### src/rtl/cbc_dma_pkg.sv
package cbc_dma_pkg;
  localparam int REG_W = 32;
  localparam int CNT_W = 12;

  // control word bit positions
  localparam int B_EXEC  = 31;
  localparam int B_IRQ   = 30;
  localparam int B_ERR   = 29;
  localparam int B_ENA   = 28;
  localparam int B_DEC   = 27;
  localparam int B_CHAIN = 12;

  localparam logic [2:0] IDX_CTRL = 3'd0;
  localparam logic [2:0] IDX_SRC  = 3'd1;
  localparam logic [2:0] IDX_DST  = 3'd2;
  localparam logic [2:0] IDX_KEY  = 3'd3;
  localparam logic [2:0] IDX_IV   = 3'd4;

  typedef enum logic [1:0] {ST_IDLE, ST_READ, ST_CIPH, ST_WRITE} eng_state_t;

  typedef struct packed {
    logic             irq_en;
    logic             ena;
    logic             dec;
    logic             chain;
    logic [CNT_W-1:0] count;
  } cmd_cfg_t;
endpackage

### src/rtl/cbc_word_loader.sv
module cbc_word_loader #(
  parameter int WORD_W = 32,
  parameter int WORDS  = 4
) (
  input  logic                      clk,
  input  logic                      rst,
  input  logic                      clr,
  input  logic                      wr,
  input  logic [WORD_W-1:0]         wdata,
  output logic [WORD_W*WORDS-1:0]   value
);
  localparam int PTR_W = (WORDS > 1) ? $clog2(WORDS) : 1;

  logic [PTR_W-1:0]  ptr_q;
  logic [WORD_W-1:0] word_q [WORDS];

  always_ff @(posedge clk) begin
    if (rst) begin
      ptr_q <= '0;
      for (int i = 0; i < WORDS; i++) word_q[i] <= '0;
    end else begin
      if (clr)
        ptr_q <= '0;
      else if (wr)
        ptr_q <= (ptr_q == PTR_W'(WORDS-1)) ? '0 : ptr_q + 1'b1;
      for (int i = 0; i < WORDS; i++)
        if (wr && !clr && ptr_q == PTR_W'(i)) word_q[i] <= wdata;
    end
  end

  // word 0 is the most significant
  for (genvar g = 0; g < WORDS; g++) begin : g_pack
    assign value[(WORDS-1-g)*WORD_W +: WORD_W] = word_q[g];
  end
endmodule

### src/rtl/cbc_chain_unit.sv
module cbc_chain_unit #(
  parameter int BLK_W = 128
) (
  input  logic             dec,
  input  logic [BLK_W-1:0] chain,
  input  logic [BLK_W-1:0] blk_in,
  input  logic [BLK_W-1:0] cph_out,
  output logic [BLK_W-1:0] cph_in,
  output logic [BLK_W-1:0] blk_out
);
  // encrypt: whiten before the cipher; decrypt: unwhiten after it
  assign cph_in  = dec ? blk_in : (blk_in ^ chain);
  assign blk_out = dec ? (cph_out ^ chain) : cph_out;
endmodule

### src/rtl/cbc_dma_ctrl.sv
module cbc_dma_ctrl
  import cbc_dma_pkg::*;
#(
  parameter int BLK_W = 128
) (
  input  logic               clk,
  input  logic               rst,
  input  logic               reg_wr,
  input  logic               reg_rd,
  input  logic [2:0]         reg_addr,
  input  logic [REG_W-1:0]   reg_wdata,
  output logic [REG_W-1:0]   reg_rdata,
  output logic               mem_req,
  output logic               mem_we,
  output logic [REG_W-1:0]   mem_addr,
  output logic [BLK_W-1:0]   mem_wdata,
  input  logic               mem_ack,
  input  logic [BLK_W-1:0]   mem_rdata,
  output logic               cph_req,
  output logic               cph_dec,
  output logic [BLK_W-1:0]   cph_key,
  output logic [BLK_W-1:0]   cph_din,
  input  logic               cph_ack,
  input  logic [BLK_W-1:0]   cph_dout,
  output logic               irq
);
  localparam int WORDS      = BLK_W / REG_W;
  localparam int STEP       = BLK_W / 8;
  localparam int ALIGN_BITS = $clog2(STEP);

  eng_state_t       st_q;
  cmd_cfg_t         cfg_q;
  logic             busy_q, err_q, irq_q;
  logic [REG_W-1:0] src_q, dst_q;
  logic [CNT_W-1:0] left_q;
  logic [BLK_W-1:0] chain_q, blk_q;
  logic [BLK_W-1:0] key_val, iv_val, c_in, w_out;
  logic [REG_W-1:0] ctrl_word;
  cmd_cfg_t         cfg_new;

  logic ctrl_wr, abort, start, misalign, key_wr, iv_wr;

  assign ctrl_wr  = reg_wr && (reg_addr == IDX_CTRL);
  assign abort    = ctrl_wr && !reg_wdata[B_EXEC];
  assign start    = ctrl_wr && reg_wdata[B_EXEC] && !busy_q;
  assign misalign = |(src_q[ALIGN_BITS-1:0] | dst_q[ALIGN_BITS-1:0]);
  assign key_wr   = reg_wr && (reg_addr == IDX_KEY) && !busy_q;
  assign iv_wr    = reg_wr && (reg_addr == IDX_IV)  && !busy_q;

  assign cfg_new.irq_en = reg_wdata[B_IRQ];
  assign cfg_new.ena    = reg_wdata[B_ENA];
  assign cfg_new.dec    = reg_wdata[B_DEC];
  assign cfg_new.chain  = reg_wdata[B_CHAIN];
  assign cfg_new.count  = reg_wdata[CNT_W-1:0];

  cbc_word_loader #(.WORD_W(REG_W), .WORDS(WORDS)) u_key (
    .clk(clk), .rst(rst), .clr(abort), .wr(key_wr), .wdata(reg_wdata), .value(key_val));

  cbc_word_loader #(.WORD_W(REG_W), .WORDS(WORDS)) u_iv (
    .clk(clk), .rst(rst), .clr(abort), .wr(iv_wr), .wdata(reg_wdata), .value(iv_val));

  cbc_chain_unit #(.BLK_W(BLK_W)) u_chain (
    .dec(cfg_q.dec), .chain(chain_q), .blk_in(mem_rdata), .cph_out(cph_dout),
    .cph_in(c_in), .blk_out(w_out));

  always_comb begin
    ctrl_word            = '0;
    ctrl_word[B_EXEC]    = busy_q;
    ctrl_word[B_IRQ]     = cfg_q.irq_en;
    ctrl_word[B_ERR]     = err_q;
    ctrl_word[B_ENA]     = cfg_q.ena;
    ctrl_word[B_DEC]     = cfg_q.dec;
    ctrl_word[B_CHAIN]   = cfg_q.chain;
    ctrl_word[CNT_W-1:0] = cfg_q.count;
  end

  assign cph_key = key_val;
  assign cph_dec = cfg_q.dec;
  assign irq     = irq_q;

  always_ff @(posedge clk) begin
    if (rst) begin
      st_q      <= ST_IDLE;
      cfg_q     <= '0;
      busy_q    <= 1'b0;
      err_q     <= 1'b0;
      irq_q     <= 1'b0;
      src_q     <= '0;
      dst_q     <= '0;
      left_q    <= '0;
      chain_q   <= '0;
      blk_q     <= '0;
      reg_rdata <= '0;
      mem_req   <= 1'b0;
      mem_we    <= 1'b0;
      mem_addr  <= '0;
      mem_wdata <= '0;
      cph_req   <= 1'b0;
      cph_din   <= '0;
    end else begin
      if (reg_rd) begin
        case (reg_addr)
          IDX_CTRL: reg_rdata <= ctrl_word;
          IDX_SRC:  reg_rdata <= src_q;
          IDX_DST:  reg_rdata <= dst_q;
          default:  reg_rdata <= '0;
        endcase
      end
      if (reg_wr && reg_addr == IDX_SRC && !busy_q) src_q <= reg_wdata;
      if (reg_wr && reg_addr == IDX_DST && !busy_q) dst_q <= reg_wdata;

      if (abort) begin
        cfg_q   <= cfg_new;
        err_q   <= 1'b0;
        irq_q   <= 1'b0;
        busy_q  <= 1'b0;
        st_q    <= ST_IDLE;
        mem_req <= 1'b0;
        mem_we  <= 1'b0;
        cph_req <= 1'b0;
      end else if (start) begin
        cfg_q <= cfg_new;
        irq_q <= 1'b0;
        if (misalign) begin
          err_q <= 1'b1;
        end else begin
          err_q    <= 1'b0;
          busy_q   <= 1'b1;
          st_q     <= ST_READ;
          mem_req  <= 1'b1;
          mem_we   <= 1'b0;
          mem_addr <= src_q;
          left_q   <= cfg_new.count;
          if (!cfg_new.chain) chain_q <= iv_val;
        end
      end else begin
        case (st_q)
          ST_READ: if (mem_ack) begin
            blk_q <= mem_rdata;
            if (cfg_q.ena) begin
              mem_req <= 1'b0;
              cph_req <= 1'b1;
              cph_din <= c_in;
              st_q    <= ST_CIPH;
            end else begin
              mem_we    <= 1'b1;
              mem_addr  <= dst_q;
              mem_wdata <= mem_rdata;
              st_q      <= ST_WRITE;
            end
          end
          ST_CIPH: if (cph_ack) begin
            cph_req   <= 1'b0;
            mem_req   <= 1'b1;
            mem_we    <= 1'b1;
            mem_addr  <= dst_q;
            mem_wdata <= w_out;
            chain_q   <= cfg_q.dec ? blk_q : cph_dout;
            st_q      <= ST_WRITE;
          end
          ST_WRITE: if (mem_ack) begin
            src_q  <= src_q + REG_W'(STEP);
            dst_q  <= dst_q + REG_W'(STEP);
            mem_we <= 1'b0;
            if (left_q == '0) begin
              mem_req <= 1'b0;
              busy_q  <= 1'b0;
              irq_q   <= cfg_q.irq_en;
              st_q    <= ST_IDLE;
            end else begin
              left_q   <= left_q - 1'b1;
              mem_addr <= src_q + REG_W'(STEP);
              st_q     <= ST_READ;
            end
          end
          default: ;
        endcase
      end
    end
  end
endmodule

### config.mk
export PLATFORM = sky130hd
export DESIGN_NAME = cbc_dma_ctrl
export DESIGN_NICKNAME = d
export VERILOG_FILES = /design/src/rtl/cbc_dma_pkg.sv /design/src/rtl/cbc_word_loader.sv /design/src/rtl/cbc_chain_unit.sv /design/src/rtl/cbc_dma_ctrl.sv
export SDC_FILE = /design/constraint.sdc
export NUM_CORES = 2
export LEC_CHECK = 0
export BUFFER_PORTS_ARGS = -buffer_cell sky130_fd_sc_hd__clkbuf_2
export CAP_MARGIN = 30
export CORE_AREA = 5 5 357 359
export CTS_CLUSTER_SIZE = 30
export DETAILED_ROUTE_END_ITERATION = 8
export DIE_AREA = 0 0 362 364
export HOLD_SLACK_MARGIN = 0.02
export SYNTH_ARGS = -nofsm -noshare
export SYNTH_HDL_FRONTEND = slang
export SYNTH_SLANG_ARGS = --single-unit
### constraint.sdc
create_clock -name clk -period 4.07 [get_ports clk]
set_clock_uncertainty 0.15 [all_clocks]
set_input_delay 0.6105 -clock clk [delete_from_list [all_inputs] [get_ports clk]]
set_output_delay 0.6105 -clock clk [all_outputs]
set_load 0.02 [all_outputs]
==> results.md <==
* Clock Path Buffers at 3
* Crit Path Max Fanout at 26
* Busiest grt layer: met2
* Number of port buffers at 749
* Die area at approximately 130000 sq um
* Final setup fails at 0
* Data required, critical path at 4.56 ns
* Worst R2R Path Depth at 7
* Largest net degree at the start of global routing at 176
* Mapped Nets at 5240
* DIE WIDTH at 362 um
* PwrDens at 538.9 nW/um^2
* Via density at roughly 5.3
* Most common cell after layout, fill and taps aside: nand2_1
* Die height at 364 um
* GR Util All Layers at between 20% and 30%
* Post-synthesis register bit count at 936
* Commonest non-fill, non-tap cells in the layout: nand2_1, clkbuf_2, dfxtp_1, a21oi_1, nor2_1
* Max-cap violations at 0
* Routability-driven placement congestion ratio at around 0.91
* Worst Hold Class: in -> reg
* Status: finished, final reports clean
* Fin crit period at 3.285 ns
* DRC errors left at 0
* Unrepaired setup endpoints after global routing: false
* Nets at ~5900
* DRT iter0 DRCs at 3942
* Adder-cell share of the synthesized area at 0.4354%
* CP startpoint kind: flop
* Root Buffer: clkbuf_16
* Sequential-to-total area share from yosys stat at 49.42%
* Clock buffer count from CTS at 107
* Met3 Usage GRT at 4.165%
* Main combinational cell family by area after synthesis: simple AND/OR/NAND/NOR gates
* Initial Util at between 30% and 40%
* CTS Hold Buffers Added at about 130
* Clock H-tree levels at 3
* DP Wirelength at roughly 110000 um
* Worst-skew pair later-pin latency at 0.74 ns
* Router iterations before antenna repair at 5
* Filler Cells Inserted at ~12000
* Global-route wire length before repair at 246400 um
* Stages on worst setup path at 7
* Simple logic cell fraction of the synthesized area at 20.06%
* Crit path capture type: flop
* Final Slew Violations at 0
* Peak VDD IR at 0.4438 mV
* CP arrival at 3.78 ns
* Core ar. at 123500 sq um
* Static leakage at 19.99 nW
* Tcrit/Tclk final at around four fifths
* Mapped Avg Cell Area at 8.746 sq um
* ANT nets after route at 0
* Share of cells above drive strength 1 at between 10% and 20%
* Worst path bufs/invs at 1
* Initial antenna violation count at 42
* Synth Instances at 4928
* Clk sinks at roughly 940
* Io pins at 750
* Distinct cells, synth at 73
* Vias at 38870
* Rel. slew slack at roughly 17%
* Worst hold path depth at 3
* Total Power at slightly below 30 mW
* Post-Synth XOR/XNOR Area at around 5.3%
* Max incr delay on CP at 0.67 ns
* Number of synthesized flops with an enable pin at 256
* Setup CP Type: reg -> reg
* FMAX at around 0.3 GHz
* Vias in the first global route at 36770
* WL final at 171200 um
* Post-CTS Setup Bufs at 0
* # rows at 129
* Compound-Gate Fraction of Synth Area at between 10% and 20%
* Ys flop type: dfxtp_1
* GR Overflow Total at 0
* Cell Area, Synth at 43100 sq um
* Crit path max-delay family: compound AO/OA/AOI/OAI gates
* Mux contribution to synthesized area at under 10%
* WL/cell at 23.22 um
* Worst slew pin tran at 1.242 ns
* Critical-path cell list: or4_1 > nor4_4 > a41oi_1 > a311oi_4 > buf_4 > o221ai_1 > a21oi_1
* Area delta synth->final at 24.87%
* Resize count post-CTS at 0
* Grt met2 use at 41.20%
* Asr flop ratio synth at 0%
* Final setup TNS at 0 ns
* TritonCTS clock tree: built
* CTS clk-pin slew, worst paths at approximately 0.060 ns
* M1 GR Usage at around a third
* CP max-delay cell: or4_1
* Fin. Hold Viols at 0
* Syn. warnings at 0
-- per-stage QoR --
step	cells	worst slack (ns)	hold WS (ns)	instance area [sq um]	utilization (%)
final	7374	0.7852	0.09773	53820	43.59
after global routing	7355	0.7373	0.07721	53770	43.55
after CTS	7343	0.8592	0.03413	53720	43.51
after detailed placement	7013	0.4661	0.2961	48580	39.34
after global placement	7011	0.4356	0.2909	48540	39.32
after floorplan	4928	1.173	0.2857	43100	-
-- cells in the mapped netlist (6+ instances only) --
cell	n	area share, %
or3_1	7	0.10
nand2_1	1096	9.5
xor2_1	131	2.7
o211ai_1	261	4.5
o31ai_1	7	0.12
o21a_1	7	0.12
xnor2_1	130	2.6
nor2b_1	165	2.4
a31oi_1	32	0.46
nand3_1	29	0.34
and2_1	227	3.3
a211oi_1	135	2.4
edfxtp_1	256	18
o221ai_1	26	0.53
and3_1	14	0.20
dfxtp_1	680	32
inv_1	20	0.17
buf_2	34	0.39
and4_1	6	0.12
o21ai_0	88	1.0
nor4_1	13	0.19
mux2i_1	154	3.6
a221oi_1	6	0.12
clkbuf_1	332	2.9
a22oi_1	20	0.35
nor2_1	320	2.8
nor3_1	29	0.34
buf_1	36	0.31
a21oi_1	538	6.2
a22o_1	14	0.28
ha_1	15	0.44
nand4_1	12	0.17
-- sequential cells by signal (all words and copies together) (netlist names), 2 cells and up --
name,count
dst_q,32
cfg_q,15
u_key.word_q,128
u_iv.word_q,128
cph_din,128
mem_addr,32
u_iv.ptr_q,2
u_key.ptr_q,2
blk_q,128
left_q,12
reg_rdata,32
st_q,2
chain_q,128
mem_wdata,128
src_q,32
-- power breakdown --
group          internal, mW  switching, mW  total [mW]
combinational          2.26           4.76        7.02
sequential             10.6          0.782        11.4
clock                  6.30           4.26        10.6
-- worst paths after layout --
path | from | end | slack (ns)
max | dst_q[0] | mem_addr[18] | 0.79
min | reg_wdata[6] | cfg_q[6] | 0.1
max reg2reg | dst_q[0] | mem_addr[18] | 0.79
min reg2reg | blk_q[61] | blk_q[61] | 0.30
-- worst reg2reg max path, stage by stage (launching register included) --
cell	delay, ns
dfxtp_1	0.35
or4_1	0.67
nor4_4	0.42
a41oi_1	0.16
a311oi_4	0.56
buf_4	0.44
o221ai_1	0.27
a21oi_1	0.19
-- cells by family (layout without fill, tap and decap cells) --
kind of cell | Yosys count | count (layout)
AOI/OAI and AO/OA | 1185 | 1185
xor gates and xnor gates | 261 | 261
adders and majority gates | 15 | 15
buffers and inverters | 430 | 1209
DFF | 936 | 936
muxes | 154 | 154
other | 0 | 30
and+or+nand+nor | 1947 | 1947
-- area by class of cell --
| class | instances | area [sq um] | share of cell area (%) |
|---|---|---|---|
| clock buffer | 147 | 3043 | 5.654 |
| antenna | 30 | 75.07 | 0.1395 |
| sequential | 936 | 21300 | 39.58 |
| clock inverter | 57 | 838.3 | 1.558 |
| inverter | 21 | 78.83 | 0.1465 |
| tap | 1637 | 2048 | 3.806 |
| timing repair buffer | 984 | 6200 | 11.52 |
| multi-input combinational | 3562 | 20230 | 37.59 |
-- layer usage --
layer  vias to the layer above  routed length, um
li1                      18410                  -
met1                     18600              70500
met2                      1605              82000
met3                       239              13550
met4                         8               5085
met5                         -                 57
Power figures use the tool's default switching activity.
